$ cat config.mk
export PLATFORM = sky130hd
export DESIGN_NAME = cfgs_stream
export DESIGN_NICKNAME = d
export VERILOG_FILES = /design/src/rtl/cfgs_pkg.sv /design/src/rtl/cfgs_addr_seq.sv /design/src/rtl/cfgs_prog_exit.sv /design/src/rtl/cfgs_pin_drv.sv /design/src/rtl/cfgs_stream.sv
export SDC_FILE = /design/constraint.sdc
export NUM_CORES = 1
export LEC_CHECK = 0
export BUFFER_PORTS_ARGS = -buffer_cell sky130_fd_sc_hd__buf_2
export CAP_MARGIN = 40
export CORE_MARGIN = 2
export CORE_UTILIZATION = 42
export CTS_BUF_LIST = sky130_fd_sc_hd__clkbuf_4
export CTS_CLUSTER_DIAMETER = 50
export DETAILED_ROUTE_END_ITERATION = 8
export GPL_TIMING_DRIVEN = 0
export PLACE_DENSITY = 0.77
export SYNTH_ARGS = -nofsm -noshare
export SYNTH_HDL_FRONTEND = slang
export SYNTH_SLANG_ARGS = --single-unit
$ cat constraint.sdc
create_clock -name clk -period 1.6 [get_ports clk]
set_input_delay 0.24 -clock clk [delete_from_list [all_inputs] [get_ports clk]]
set_output_delay 0.24 -clock clk [all_outputs]
set_load 0.005 [all_outputs]
$ cat src/rtl/cfgs_pkg.sv
package cfgs_pkg;

    localparam int BYTE_W    = 8;
    localparam int BIT_IDX_W = $clog2(BYTE_W);

    typedef enum logic {
        MODE_NARROW = 1'b0,
        MODE_WIDE   = 1'b1
    } lane_mode_e;

    typedef struct packed {
        logic sel;      // chip enable asserted
        logic oe;       // output enable high
        logic go;       // configuration request high
        logic prog;     // reprogramming in progress
        logic rewind;   // pulse in flight
    } gate_t;

    function automatic logic [BYTE_W-1:0] lane_mask(input lane_mode_e m);
        return (m == MODE_WIDE) ? {BYTE_W{1'b1}} : BYTE_W'(1);
    endfunction

    function automatic logic may_stream(input gate_t g);
        return g.sel && g.oe && g.go && !g.prog && !g.rewind;
    endfunction

endpackage

$ cat src/rtl/cfgs_addr_seq.sv
module cfgs_addr_seq
    import cfgs_pkg::*;
#(
    parameter int ADDR_W    = 4,
    parameter int LAST_ADDR = 11
) (
    input  logic                 clk,
    input  logic                 rst,
    input  logic                 clr,
    input  logic                 step_ok,
    input  logic                 busy,
    input  lane_mode_e           mode,
    output logic [ADDR_W-1:0]    addr,
    output logic [BIT_IDX_W-1:0] bit_idx,
    output logic                 done
);

    localparam logic [ADDR_W-1:0]    ADDR_END = ADDR_W'(LAST_ADDR);
    localparam logic [BIT_IDX_W-1:0] BIT_END  = BIT_IDX_W'(BYTE_W - 1);

    logic advance;
    logic byte_end;

    always_comb begin
        advance  = step_ok && !done && ((mode == MODE_NARROW) || !busy);
        byte_end = (mode == MODE_WIDE) || (bit_idx == BIT_END);
    end

    always_ff @(posedge clk) begin
        if (rst || clr) begin
            addr    <= '0;
            bit_idx <= '0;
            done    <= 1'b0;
        end else if (advance) begin
            if (byte_end) begin
                bit_idx <= '0;
                if (addr == ADDR_END) begin
                    done <= 1'b1;
                end else begin
                    addr <= addr + 1'b1;
                end
            end else begin
                bit_idx <= bit_idx + 1'b1;
            end
        end
    end

endmodule

$ cat src/rtl/cfgs_prog_exit.sv
module cfgs_prog_exit #(
    parameter int PULSE_LEN = 3
) (
    input  logic clk,
    input  logic rst,
    input  logic prog_active,
    output logic pulse_on,
    output logic rst_pull_n
);

    localparam int CNT_W = $clog2(PULSE_LEN + 1);

    logic             prog_q;
    logic [CNT_W-1:0] remain;

    always_ff @(posedge clk) begin
        if (rst) begin
            prog_q <= 1'b0;
            remain <= '0;
        end else begin
            prog_q <= prog_active;
            if (prog_q && !prog_active) begin
                remain <= CNT_W'(PULSE_LEN);
            end else if (remain != '0) begin
                remain <= remain - 1'b1;
            end
        end
    end

    always_comb begin
        pulse_on   = (remain != '0);
        rst_pull_n = !pulse_on;
    end

endmodule

$ cat src/rtl/cfgs_pin_drv.sv
module cfgs_pin_drv
    import cfgs_pkg::*;
(
    input  logic                 drive,
    input  lane_mode_e           mode,
    input  logic [BYTE_W-1:0]    byte_in,
    input  logic [BIT_IDX_W-1:0] bit_idx,
    output logic [BYTE_W-1:0]    dq,
    output logic [BYTE_W-1:0]    dq_oe
);

    always_comb begin
        dq_oe = drive ? lane_mask(mode) : '0;
        if (!drive) begin
            dq = '0;
        end else if (mode == MODE_WIDE) begin
            dq = byte_in;
        end else begin
            dq = BYTE_W'(byte_in[bit_idx]);
        end
    end

endmodule

$ cat src/rtl/cfgs_stream.sv
module cfgs_stream
    import cfgs_pkg::*;
#(
    parameter int DEPTH     = 12,
    parameter int PULSE_LEN = 3,
    parameter int ADDR_W    = (DEPTH > 1) ? $clog2(DEPTH) : 1
) (
    input  logic              clk,
    input  logic              rst,
    input  logic              chip_en_n,
    input  logic              out_en_rst_n,
    input  logic              cfg_go,
    input  logic              busy,
    input  logic              wide_mode,
    input  logic              prog_active,
    output logic [ADDR_W-1:0] rd_addr,
    input  logic [7:0]        rd_data,
    output logic [7:0]        cfg_dq,
    output logic [7:0]        cfg_dq_oe,
    output logic              next_en_n,
    output logic              rst_pull_n
);

    localparam int LAST_ADDR = DEPTH - 1;

    gate_t                 gate;
    lane_mode_e            mode;
    logic                  pulse_on;
    logic                  step_ok;
    logic                  clr;
    logic                  done;
    logic [BIT_IDX_W-1:0]  bit_idx;

    always_comb begin
        mode        = lane_mode_e'(wide_mode);
        gate.sel    = !chip_en_n;
        gate.oe     = out_en_rst_n;
        gate.go     = cfg_go;
        gate.prog   = prog_active;
        gate.rewind = pulse_on;
        step_ok     = may_stream(gate);
        clr         = !out_en_rst_n || pulse_on;
        next_en_n   = prog_active || !done;
    end

    cfgs_prog_exit #(.PULSE_LEN(PULSE_LEN)) u_exit (
        .clk         (clk),
        .rst         (rst),
        .prog_active (prog_active),
        .pulse_on    (pulse_on),
        .rst_pull_n  (rst_pull_n)
    );

    cfgs_addr_seq #(.ADDR_W(ADDR_W), .LAST_ADDR(LAST_ADDR)) u_seq (
        .clk     (clk),
        .rst     (rst),
        .clr     (clr),
        .step_ok (step_ok),
        .busy    (busy),
        .mode    (mode),
        .addr    (rd_addr),
        .bit_idx (bit_idx),
        .done    (done)
    );

    cfgs_pin_drv u_pins (
        .drive   (step_ok && !done),
        .mode    (mode),
        .byte_in (rd_data),
        .bit_idx (bit_idx),
        .dq      (cfg_dq),
        .dq_oe   (cfg_dq_oe)
    );

endmodule

# == After elaboration in Yosys (flattened, before gate mapping) ==
# Index checks and enable logic that the tools add are counted.
# totals
ff_bits,11
latch_bits,0
ramBits,0
mem_bits_ro,0
in_bits,16
output_inout_bits,22
wordCells,44
mem_count,0
# op_classes
n_addsub,3
n_mul,0
n_div,0
magnitude_cmp,1
eq_ne,2
n_shift,0
n_mux,9
bitwise,2
n_reduce_logical,22
# ops
operator,count
$mux 8,4
$logic_and 1x1->1,7
$logic_not 1->1,6
$reduce_and 3->1,2
$logic_or 1x1->1,5
$add 4x1->4 const B,1
$eq 4x4->1 const B,1
$lt 3x4->1 const B,1
$mux 2,2
$reduce_bool 2->1,2
$add 3x1->3 const B,1
$bmux 1 s3,1
$eq 3x3->1 const B,1
$mux 3,1
$not 1->1,2
$sub 2x1->2 const B,1
$mux 1,1

# == Depth between registers and ports, before layout ==
# Gate-level depths: netlist of the first run.
# logic_depth
depth_word,8
mapped_depth,7
mapped_depth_nobuf,6

# == By module ==
# From an unflattened synthesis of the first run, not the netlist that was laid out.
# unflattened
hier_cells,91
hier_area_um2,838.3
# by_module_without_submodules
module,n_inst,cells_per_inst,area_per_inst_um2,seq_area_each_um2
cfgs_addr_seq,1,48,460.4,160.2
cfgs_pin_drv,1,24,193.9,0.0
cfgs_prog_exit,1,14,146.4,60.1
cfgs_stream,1,5,37.5,0.0

# == Worst setup path before layout of the first run ==
# Ideal clock, no wire load.
# synth_path
path_type,reg2out
start,register u_exit.remain[0]
end,output cfg_dq_oe[2]
arrival_ns,1.461
required_ns,1.360
path_slack_ns,-0.101
stages_incl_launch_ff,8
n_path_buf,2
cell_sequence,dfxtp_1 > inv_1 > ha_1 > nand2_1 > nor2b_1 > buf_2 > and2_1 > buf_4
# synth_via
elab_chain_len,5
# synth_rtl
item,line,source
from (decl),cfgs_prog_exit.sv:14,logic [CNT_W-1:0] remain;
from (signal assigned),cfgs_prog_exit.sv:23,remain <= CNT_W'(PULSE_LEN);
from (signal assigned),cfgs_prog_exit.sv:25,remain <= remain - 1'b1;
$reduce_bool 2->1,cfgs_prog_exit.sv:31,pulse_on = (remain != '0);
$logic_not 1->1,-,
named net rst_pull_n,cfgs_stream.sv:21,output logic rst_pull_n
$logic_and 1x1->1,cfgs_pkg.sv:24,return g.sel && g.oe && g.go && !g.prog && !g.rewind;
$logic_and 1x1->1,cfgs_stream.sv:67,".drive (step_ok && !done),"
named net u_pins.drive,cfgs_pin_drv.sv:4,"input logic drive,"
$mux 8,cfgs_pin_drv.sv:13,dq_oe = drive ? lane_mask(mode) : '0;
to (decl),cfgs_stream.sv:19,"output logic [7:0] cfg_dq_oe,"
# The timed path passes the listed nets, and every way through them passes these cells.

# == Final worst setup path of the first run ==
# layout_path
start,register u_seq.bit_idx[2]
end,output cfg_dq[0]
# layout_via
elab_chain_len,4
# layout_rtl
item,line,source
from (decl),cfgs_addr_seq.sv:14,"output logic [BIT_IDX_W-1:0] bit_idx,"
from (signal assigned),cfgs_addr_seq.sv:43,bit_idx <= bit_idx + 1'b1;
$bmux 1 s3,cfgs_pin_drv.sv:19,dq = BYTE_W'(byte_in[bit_idx]);
$mux 1 (implied by the code),cfgs_pin_drv.sv:19,
$mux 8,cfgs_pin_drv.sv:16,end else if (mode == MODE_WIDE) begin
$mux 8,cfgs_pin_drv.sv:14,if (!drive) begin
to (decl),cfgs_stream.sv:18,"output logic [7:0] cfg_dq,"
# No other way between the ends. The select of a mux whose other input is x is not followed.

==> flow_metrics.env, run 1 <==
export IMPL_syn_nets=107
export IMPL_cts_max_path_buffers=2
export IMPL_fin_crit_period_ns=1.88
export IMPL_drive_gt1_share_pct=60.1
export IMPL_p_leak_uw=0.000591
export IMPL_routed_wire_length_per_instance_um=12.7
export IMPL_finalHoldViolCount=0
export IMPL_post_route_worst_setup_slack_ns=-0.277
export IMPL_cts_max_level=1
export IMPL_route_detailed_vias_per_inst=5.13
export IMPL_initial_core_util_pct=44.3
export IMPL_cts_hold_buffers_added=0
export IMPL_critical_path_arrival_ns=1.64
export IMPL_powerDensity_mw_per_mm2=736
export IMPL_total_grt_overflow=0
export IMPL_detail_route_iter0_violations=10
export IMPL_clock_sink_count=11
export IMPL_pin_count_of_the_biggest_net_entering_global_routing=11
export IMPL_crit_slowest_cell="sky130_fd_sc_hd__mux4_2"
export IMPL_area_growth_synth_to_finish_pct=66.3
export IMPL_layout_nets=159
export IMPL_ys_top_cells_by_area="sky130_fd_sc_hd__dfxtp_1 29%, sky130_fd_sc_hd__buf_4 6.9%, sky130_fd_sc_hd__and3_1 6.6%"
export IMPL_die_w_um=46.5
export IMPL_setup_viol=18
export IMPL_path_max_fanout=2
export IMPL_run_status="finished with violations"
export IMPL_synth_seq_cells=11
export IMPL_unrepaired_setup_endpoints_after_global_routing="true"
export IMPL_clock_insertion_delay_worst_skew_ns=0.26
export IMPL_portBuffers=37
export IMPL_violations="setup timing"
export IMPL_grt_pass1_wl_mm=2.96
export IMPL_routed_wire_length_mm=2.07
export IMPL_timing_critical_path_from_type="flip-flop"
export IMPL_gp_congestion=0.682
export IMPL_drv_slew=0
export IMPL_top_area_cell_type_share_of_the_netlist_area_pct=29.1
export IMPL_io_pins=38
export IMPL_worst_setup_hold_path_clk_slew_ns=0.07
export IMPL_synth_cell_types=34
export IMPL_mappedNetlistArea_um2=757
export IMPL_holdCritPathClass="primary input to flip-flop"
export IMPL_synth_top_cell_by_area="sky130_fd_sc_hd__dfxtp_1"
export IMPL_place_worst_setup_slack_ns=-0.236
export IMPL_syn_avg_cell_area_um2=8.70
export IMPL_post_route_period_util_pct=117
export IMPL_worst_ir_drop_on_vdd_mv=0.506
export IMPL_fp_dieH_um=46.5
export IMPL_path_cells="mux4_2 -> nor2b_4 -> o311a_1 -> buf_2"
export IMPL_synth_warning_count=0
export IMPL_timing_fmax_ghz=0.533
export IMPL_cts_root_buf="sky130_fd_sc_hd__clkbuf_4"
export IMPL_detailedPlacementHpwl_mm=1.30
export IMPL_detail_route_antenna_nets=0
export IMPL_critical_path_type="flip-flop to output pin"
export IMPL_drc_violation_count_after_routing=0
export IMPL_cts_buffers_inserted=3
export IMPL_worst_pin_slew_ns=0.315
export IMPL_grtUsageTotal_pct=19.1
export IMPL_syn_instance_count=87
export IMPL_core_rowCount=15
export IMPL_postLayoutCoreUtil_pct=73.7
export IMPL_die_area_mm2=0.00216
export IMPL_worst_clock_skew_ns=0.00450
export IMPL_via_count_of_the_first_global_routing_pass=720
export IMPL_relSlewSlack_pct=79.0
export IMPL_max_capacitance_violation_count=0
export IMPL_detail_route_first_pass_iterations=4
export IMPL_core_region_area_mm2=0.00171
export IMPL_timing_critical_path_required_ns=1.36
export IMPL_crit_path_end_kind="output pin"
export IMPL_antenna_cells_inserted=0
export IMPL_num_vias=837
export IMPL_seq_area_frac_synth_pct=29.1
export IMPL_tritoncts="done"
export IMPL_critical_path_max_stage_delay_ns=0.48
export IMPL_antenna_found_initial=0
==> flip-flops by register name (all words and copies together), names as in the netlist <==
signal / flops
u_seq.done: 1
u_seq.bit_idx: 3
u_exit.prog_q: 1
u_seq.addr: 4
u_exit.remain: 2
==> power breakdown <==
group          leakage, uW  switching, uW  internal (uW)
clock            0.0000184           90.9            113
combinational     0.000480            178            228
sequential       0.0000926           14.5            301
==> metal layers <==
metal  share of wire, %  vias up  global-route usage, %
li1                   -      414                      -
met1                 39      382                   20.9
met2                 52       39                   35.0
met3                8.8        2                   3.53
met4               0.43        0                   8.57
met5                  0        -                      0
==> per-stage QoR <==
step / setup TNS [ns] / total power, uW / instances / hold slack, ns / cell area [um^2]
3_5_place_dp: -2.44 / 586 / 149 / 0.461 / 986
4_1_cts: -2.56 / 847 / 158 / 0.182 / 1160
3_3_place_gp: -1.80 / 575 / 149 / 0.458 / 986
5_1_grt: -3.27 / 993 / 163 / 0.172 / 1260
2_1_floorplan: 0 / 508 / 87 / 0.309 / 769
6_report: -1.86 / 926 / 163 / 0.172 / 1260
==> cells in the final DEF, fill, tap and decap left out, types with 3 or more instances in the layout <==
master,netlist,layout
sky130_fd_sc_hd__buf_2,1,29
sky130_fd_sc_hd__buf_6,0,14
sky130_fd_sc_hd__buf_4,7,11
sky130_fd_sc_hd__and3_1,8,8
sky130_fd_sc_hd__a21oi_1,9,8
sky130_fd_sc_hd__nand2_1,7,6
sky130_fd_sc_hd__dfxtp_1,11,5
sky130_fd_sc_hd__clkbuf_4,0,4
sky130_fd_sc_hd__dfxtp_2,0,4
sky130_fd_sc_hd__nand2b_1,3,3
==> final cells by class <==
| type | instances | area (um^2) |
|---|---|---|
| plain buffers | 9 | 82.6 |
| clock buffers | 4 | 30.0 |
| fillers | 128 | 449 |
| inverters | 3 | 11.3 |
| multi-input cells | 63 | 541 |
| flip-flops and latches | 11 | 233 |
| well taps | 25 | 31.3 |
| repair buffers | 48 | 330 |
==> logic make-up (layout without fill, tap and decap cells) <==
kind of cell | count (synthesis) | count (layout) | synth area share, %
buf+inv | 13 | 64 | 10.1
simple gates | 38 | 38 | 33.6
mux | 4 | 4 | 7.11
flops | 11 | 11 | 29.1
fa+ha+maj | 4 | 4 | 6.61
xor+xnor | 1 | 1 | 1.16
compound gates | 16 | 16 | 12.4
==> cell usage after synthesis, drive strengths merged <==
cell type	number
mux2	1
nand3	1
o21a	1
nand2	7
o21ai	2
inv	3
nand4bb	1
dfxtp	11
o22ai	1
and2	1
o211ai	1
nand4	3
nor2b	3
nor2	3
or4	1
a21oi	9
o31ai	1
or2	1
nor4b	2
or2b	1
xor2	1
ha	4
mux2i	2
clkbuf	2
or3	2
mux4	1
nor4bb	1
and3	8
buf	8
o311a	1
nand2b	3
==> final timing paths <==
| check | from | end | slack (ns) | depth (start not counted) |
|---|---|---|---|---|
| max | u_seq.bit_idx[2] | cfg_dq[0] | -0.28 | 4 |
| min | rst | u_exit.remain[0] | 0.17 | 2 |
| max reg2reg | u_seq.bit_idx[0] | u_seq.addr[3] | -0.03 | 6 |
| min reg2reg | u_exit.prog_q | u_exit.remain[0] | 0.48 | 2 |
==> worst max-delay path: cells and delay by family (launching register included) <==
family,cells,cell delay (ns)
AO/OA/AOI/OAI,1,0.29
buffers and inverters,1,0.13
flip-flops,1,0.34
multiplexers,1,0.48
AND/OR/NAND/NOR,1,0.13
==> timing repair <==
| action | CTS | global route |
|---|---|---|
| buffers inserted | 6 | 5 |
| endpoints found under the setup margin | 19 | 21 |
| pin swaps | 3 | 5 |
| gates resized for setup | 21 | 15 |
(Power assumes the default switching activity.)
==> run 2: changes to the inputs <==
CORE_ASPECT_RATIO = 0.7   (was default)
CORE_MARGIN = default   (was 2)
CORE_UTILIZATION = 43   (was 42)
CTS_CLUSTER_DIAMETER = 60   (was 50)
SYNTH_HIERARCHICAL = 1   (was default)
==> flow_metrics.env, run 2 <==
export IMPL_crit_slowest_cell="sky130_fd_sc_hd__dfxtp_2"
export IMPL_crit_path_frequent_cell="sky130_fd_sc_hd__inv_2"
export IMPL_cts_root_buf="sky130_fd_sc_hd__clkbuf_4"
export IMPL_clock_insertion_delay_worst_skew_ns=0.27
export IMPL_synth_edf_count=0
export IMPL_timing_fmax_ghz=0.534
export IMPL_area_growth_synth_to_finish_pct=53.6
export IMPL_registers_top_by_ff_count="u_seq/addr"
export IMPL_timing_critical_path_required_ns=1.36
export IMPL_ys_top_cells_by_area="sky130_fd_sc_hd__dfxtp_1 26%, sky130_fd_sc_hd__mux2i_1 9.6%, sky130_fd_sc_hd__ha_1 7.5%"
export IMPL_placed_area_mm2=0.00110
export IMPL_portBuffers=37
export IMPL_setup_viol=23
export IMPL_clock_sink_count=11
export IMPL_path_cells="inv_2 -> ha_4 -> inv_2 -> nand4bb_4 -> nor3_4 -> buf_4 -> and3_1 -> buf_2"
export IMPL_cts_buffers_inserted=3
export IMPL_post_route_worst_setup_slack_ns=-0.273
export IMPL_syn_instance_count=91
export IMPL_cts_max_path_buffers=2
export IMPL_gp_congestion=0.746
export IMPL_top_registers="u_seq/addr (4), u_seq/bit_idx (3), u_exit/remain (2)"
export IMPL_mostFrequentLayoutCells="35 x sky130_fd_sc_hd__buf_2, 14 x sky130_fd_sc_hd__buf_4, 10 x sky130_fd_sc_hd__dfxtp_1, 8 x sky130_fd_sc_hd__mux2i_1, 7 x sky130_fd_sc_hd__and3_1"
export IMPL_p_leak_uw=0.000603
export IMPL_post_route_period_util_pct=117
export IMPL_worst_hold_path_endpoint="u_exit/remain[1]"
export IMPL_routed_wire_length_mm=2.12
export IMPL_critical_path_type="flip-flop to output pin"
export IMPL_mappedNetlistArea_um2=838
export IMPL_fp_dieH_um=38.9
export IMPL_worst_setup_hold_path_clk_slew_ns=0.06
export IMPL_via_count_of_the_first_global_routing_pass=812
export IMPL_worst_clock_skew_ns=0.00470
export IMPL_core_region_area_mm2=0.00170
export IMPL_antenna_found_initial=0
export IMPL_detail_route_iter0_violations=5
export IMPL_cts_max_level=1
export IMPL_violations="setup timing"
export IMPL_synthArstFlopShare_pct=0
export IMPL_syn_avg_cell_area_um2=9.21
export IMPL_syn_nets=112
export IMPL_max_capacitance_violation_count=0
export IMPL_synth_top_cells_by_count="11 x sky130_fd_sc_hd__dfxtp_1, 8 x sky130_fd_sc_hd__mux2i_1, 7 x sky130_fd_sc_hd__and3_1, 7 x sky130_fd_sc_hd__buf_4, 6 x sky130_fd_sc_hd__nand2_1"
export IMPL_drv_slew=0
export IMPL_crit_reg2reg_launch="u_exit/remain[0]"
export IMPL_final_cell_area_mm2=0.00129
export IMPL_regArea_um2=221
export IMPL_unrepaired_setup_endpoints_after_global_routing="true"
export IMPL_relSlewSlack_pct=73.2
export IMPL_powerDensity_mw_per_mm2=831
export IMPL_initial_core_util_pct=49.4
export IMPL_pin_count_of_the_biggest_net_entering_global_routing=12
export IMPL_seq_area_frac_synth_pct=26.3
export IMPL_drive_gt1_share_pct=58.2
export IMPL_worst_ir_drop_on_vdd_mv=0.709
export IMPL_layout_filler_cells=126
export IMPL_critical_path_arrival_ns=1.63
export IMPL_num_vias=815
export IMPL_synth_flop_cell="sky130_fd_sc_hd__dfxtp_1"
export IMPL_synth_cell_types=32
export IMPL_largest_register_ff_count=4
export IMPL_cts_hold_buffers_added=0
export IMPL_run_status="finished with violations"
export IMPL_most_common_cell_after_layout_fill_and_taps_aside="sky130_fd_sc_hd__buf_2"
export IMPL_core_rowCount=12
export IMPL_route_detailed_vias_per_inst=5.03
export IMPL_regToRegSetupSlack_ns=-0.22
export IMPL_die_w_um=54.8
export IMPL_r2r_end="u_seq/addr[2]"
export IMPL_worstHoldPathCells=2
export IMPL_synth_most_common_cell="sky130_fd_sc_hd__dfxtp_1"
export IMPL_grtUsageTotal_pct=23.0
export IMPL_io_pins=38
export IMPL_multiInputGateArea_um2=623
export IMPL_antenna_cells_inserted=0
export IMPL_hold_path_startpoint="rst"
export IMPL_detail_route_first_pass_iterations=4
export IMPL_grt_pass1_wl_mm=3.42
export IMPL_crit_path_end_kind="output pin"
export IMPL_path_max_fanout=5
export IMPL_critical_path_max_stage_delay_ns=0.32
export IMPL_worst_pin_slew_ns=0.402
export IMPL_routed_wire_length_per_instance_um=13.1
export IMPL_synth_warning_count=6
export IMPL_finalHoldViolCount=0
export IMPL_total_grt_overflow=0
export IMPL_detail_route_antenna_nets=0
export IMPL_postLayoutCoreUtil_pct=75.9
export IMPL_fin_crit_period_ns=1.87
export IMPL_tritoncts="done"
export IMPL_detailedPlacementHpwl_mm=1.58
export IMPL_holdCritPathClass="primary input to flip-flop"
export IMPL_layout_nets=163
export IMPL_timing_critical_path_from_type="flip-flop"
export IMPL_die_area_mm2=0.00213
export IMPL_top_area_cell_type_share_of_the_netlist_area_pct=26.3
export IMPL_r2r_worst_path_cells=10
export IMPL_synth_seq_cells=11
export IMPL_drc_violation_count_after_routing=0
export IMPL_synth_top_cell_by_area="sky130_fd_sc_hd__dfxtp_1"
run 2: cell count changes after synthesis, sizes merged, moves of 2 or more:
cell    delta
o21ai      +2
a21oi      -3
or3b       +2
clkbuf     -2
nand4      -3
inv        +2
nor2b      -2
mux2i      +6
nor4       +3
buf        +2
run 2: metrics by stage:
stage	cells	setup slack, ns	TNS, ns	hold WS (ns)	total power (uW)
detailed placement	149	-0.175	-2.40	0.462	707
global route	162	-0.363	-7.08	0.203	1140
CTS	161	-0.347	-6.35	0.174	1040
global placement	149	-0.130	-1.38	0.462	692
finish	162	-0.273	-5.18	0.188	1070
floorplan	91	-0.00520	-0.00936	0.302	610
run 2: cell families (layout without fill, tap and decap cells):
family	Yosys count	after routing	synth area share [%]
muxes	10	10	14.0
and+or+nand+nor	37	37	30.0
buffers and inverters	15	65	12.5
DFF	11	11	26.3
xor gates and xnor gates	1	1	1.04
AOI/OAI and AO/OA	12	12	8.66
adders and majority gates	5	5	7.46
run 2: what timing repair did:
action / CTS / global route
gates resized for setup: 12 / 3
pin swaps: 5 / 3
buffers inserted: 8 / 1
endpoints found under the setup margin: 24 / 24
run 2: worst max-delay path: cells and delay by family, from the launching register on:
family / cells / cell delay [ns]
buffers and inverters: 4 / 0.37
AND/OR/NAND/NOR: 3 / 0.53
adder cells (fa/ha/maj): 1 / 0.13
flip-flops: 1 / 0.32
run 2: power breakdown:
part           switching [uW]  leakage [uW]  internal, uW
Sequential               12.7     0.0000897           302
Combinational             228      0.000495           319
Clock                    93.9     0.0000184           114
Total                     334      0.000603           735
run 2: area by class of cell:
cell class              instances  area share (%)
plain buffers                  10            7.97
clock buffers                   4            2.33
inverters                       5            1.46
multi-input cells              65            48.4
flip-flops and latches         11            17.2
well taps                      21            2.04
repair buffers                 46            20.6
run 2: worst max path at each step:
stage | start | end | slack, ns
3_3_place_gp | u_exit/remain[1] | u_seq/bit_idx[0] | -0.13
4_1_cts | u_exit/remain[0] | cfg_dq_oe[5] | -0.35
5_1_grt | u_exit/remain[0] | cfg_dq_oe[2] | -0.36
2_1_floorplan | u_exit/remain[1] | u_seq/addr[2] | -0.005
3_5_place_dp | u_exit/remain[1] | u_seq/bit_idx[0] | -0.17
6_report | u_exit/remain[0] | cfg_dq[6] | -0.27
run 2: routing by layer:
layer | track usage, % | part of all wire, %
met5 | 0 | 0
met4 | 5.13 | 0.57
met3 | 4.71 | 6.5
met2 | 45.2 | 50
met1 | 24.8 | 42
==> run 3: changes to the inputs <==
RECOVER_POWER = 25   (was default)
==> flow_metrics.env, run 3 (synthesized netlist as in run 2, its figures left out) <==
export IMPL_gr_util_met3_pct=4.71
export IMPL_drc_violation_count_after_routing=0
export IMPL_globalRouteMet1Util_pct=24.8
export IMPL_mostFrequentLayoutCells="34 x sky130_fd_sc_hd__buf_2, 14 x sky130_fd_sc_hd__buf_4, 10 x sky130_fd_sc_hd__dfxtp_1, 8 x sky130_fd_sc_hd__mux2i_1, 7 x sky130_fd_sc_hd__and3_1"
export IMPL_fp_dieH_um=38.9
export IMPL_relSlewSlack_pct=72.8
export IMPL_worst_setup_hold_path_clk_slew_ns=0.06
export IMPL_pin_count_of_the_biggest_net_entering_global_routing=12
export IMPL_route_detailed_vias_per_inst=5.03
export IMPL_post_layout_power_uw=1070
export IMPL_violations="setup timing"
export IMPL_post_route_period_util_pct=117
export IMPL_cts_root_buf="sky130_fd_sc_hd__clkbuf_4"
export IMPL_unrepaired_setup_endpoints_after_global_routing="true"
export IMPL_routed_wire_length_per_instance_um=13.1
export IMPL_registers_top_by_ff_count="u_seq/addr"
export IMPL_worstHoldPathCells=2
export IMPL_cts_buffers_inserted=3
export IMPL_setup_viol=23
export IMPL_max_capacitance_violation_count=0
export IMPL_drive_gt1_share_pct=57.4
export IMPL_drv_slew=0
export IMPL_timing_fmax_ghz=0.534
export IMPL_detail_route_antenna_nets=0
export IMPL_regArea_um2=221
export IMPL_worst_ir_drop_on_vdd_mv=0.709
export IMPL_powerDensity_mw_per_mm2=832
export IMPL_cts_max_path_buffers=2
export IMPL_detailedPlacementHpwl_mm=1.58
export IMPL_multiInputGateArea_um2=623
export IMPL_tritoncts="done"
export IMPL_holdCritPathClass="primary input to flip-flop"
export IMPL_layout_filler_cells=127
export IMPL_core_rowCount=12
export IMPL_timing_critical_path_required_ns=1.36
export IMPL_r2r_worst_path_cells=10
export IMPL_routed_wire_length_mm=2.12
export IMPL_largest_register_ff_count=4
export IMPL_worst_clock_skew_ns=0.00487
export IMPL_grtUsageTotal_pct=23.0
export IMPL_most_common_cell_after_layout_fill_and_taps_aside="sky130_fd_sc_hd__buf_2"
export IMPL_top_registers="u_seq/addr (4), u_seq/bit_idx (3), u_exit/remain (2)"
export IMPL_antenna_cells_inserted=0
export IMPL_critical_path_type="flip-flop to output pin"
export IMPL_antenna_found_initial=0
export IMPL_m2_gr_usage_pct=45.2
export IMPL_p_leak_uw=0.000599
export IMPL_finalHoldViolCount=0
export IMPL_clock_insertion_delay_worst_skew_ns=0.27
export IMPL_core_region_area_mm2=0.00170
export IMPL_timing_critical_path_from_type="flip-flop"
export IMPL_detail_route_first_pass_iterations=4
export IMPL_cts_max_level=1
export IMPL_total_grt_overflow=0
export IMPL_path_max_fanout=5
export IMPL_die_area_mm2=0.00213
export IMPL_crit_path_end_kind="output pin"
export IMPL_cts_hold_buffers_added=0
export IMPL_post_route_worst_setup_slack_ns=-0.272
export IMPL_num_vias=815
export IMPL_detail_route_iter0_violations=6
export IMPL_worst_pin_slew_ns=0.408
export IMPL_io_pins=38
export IMPL_fin_crit_period_ns=1.87
export IMPL_area_growth_synth_to_finish_pct=53.4
export IMPL_clock_sink_count=11
export IMPL_die_w_um=54.8
export IMPL_via_count_of_the_first_global_routing_pass=812
export IMPL_gr_max_usage_layer="met2"
export IMPL_critical_path_arrival_ns=1.63
export IMPL_layout_nets=163
export IMPL_gp_congestion=0.746
export IMPL_place_worst_setup_slack_ns=-0.175
export IMPL_grt_pass1_wl_mm=3.42
export IMPL_run_status="finished with violations"
export IMPL_initial_core_util_pct=49.4
export IMPL_portBuffers=37
==> run 3: cell types whose count changed in the layout (fill, tap and decap cells not counted) <==
cell and delta:
sky130_fd_sc_hd__clkbuf_1 +1, sky130_fd_sc_hd__buf_2 -1
==> run 3: routing by layer <==
metal | wire length (um) | part of all wire [%] | vias up
met5 | 0 | 0 | -
met3 | 137 | 6.5 | 2
met4 | 12 | 0.57 | 0
li1 | - | - | 417
met1 | 905 | 43 | 369
met2 | 1070 | 50 | 27
==> run 3: repair_timing <==
item | 4_1_cts | 5_1_grt
buffers inserted | 8 | 1
setup endpoints to repair | 24 | 24
pin swaps | 5 | 3
gates resized for setup | 12 | 3
==> run 3: final cells by class <==
| class | count | area share (%) |
|---|---|---|
| Buffer | 10 | 7.98 |
| Clock buffer | 4 | 2.33 |
| Sequential cell | 11 | 17.2 |
| Multi-Input combinational cell | 65 | 48.4 |
| Tap cell | 21 | 2.04 |
| Timing Repair Buffer | 46 | 20.5 |
| Inverter | 5 | 1.46 |
==> run 3: stage by stage <==
stage,hold slack [ns],setup TNS [ns],instance area [um^2],util (%),std cells
2_1_floorplan,0.302,-0.00936,893,-,91
3_3_place_gp,0.462,-1.38,1100,65.1,149
3_5_place_dp,0.462,-2.40,1100,65.1,149
4_1_cts,0.174,-6.35,1270,74.7,161
5_1_grt,0.203,-7.08,1290,75.8,162
6_report,0.189,-5.17,1290,75.8,162
==> run 3: final timing paths <==
path	startpoint	end	slack, ns
worst max-delay path	u_exit/remain[0]	cfg_dq[6]	-0.27
worst min-delay path	rst	u_exit/remain[1]	0.19
worst max register to register	u_exit/remain[0]	u_seq/addr[2]	-0.22
worst min register to register	u_exit/prog_q	u_exit/remain[1]	0.49
==> run 3: power by group <==
part           internal, uW  switching (uW)
registers               302            12.7
clock network           114            93.8
logic                   319             228
total                   735             334
==> run 3: worst max-delay path, cell delays in order, from the launching register on <==
cell and delay, ns:
sky130_fd_sc_hd__dfxtp_2 0.32, sky130_fd_sc_hd__inv_2 0.06, sky130_fd_sc_hd__ha_4 0.13, sky130_fd_sc_hd__inv_2 0.03, sky130_fd_sc_hd__nand4bb_4 0.19, sky130_fd_sc_hd__nor3_4 0.20
sky130_fd_sc_hd__buf_4 0.17, sky130_fd_sc_hd__and3_1 0.14, sky130_fd_sc_hd__buf_2 0.11
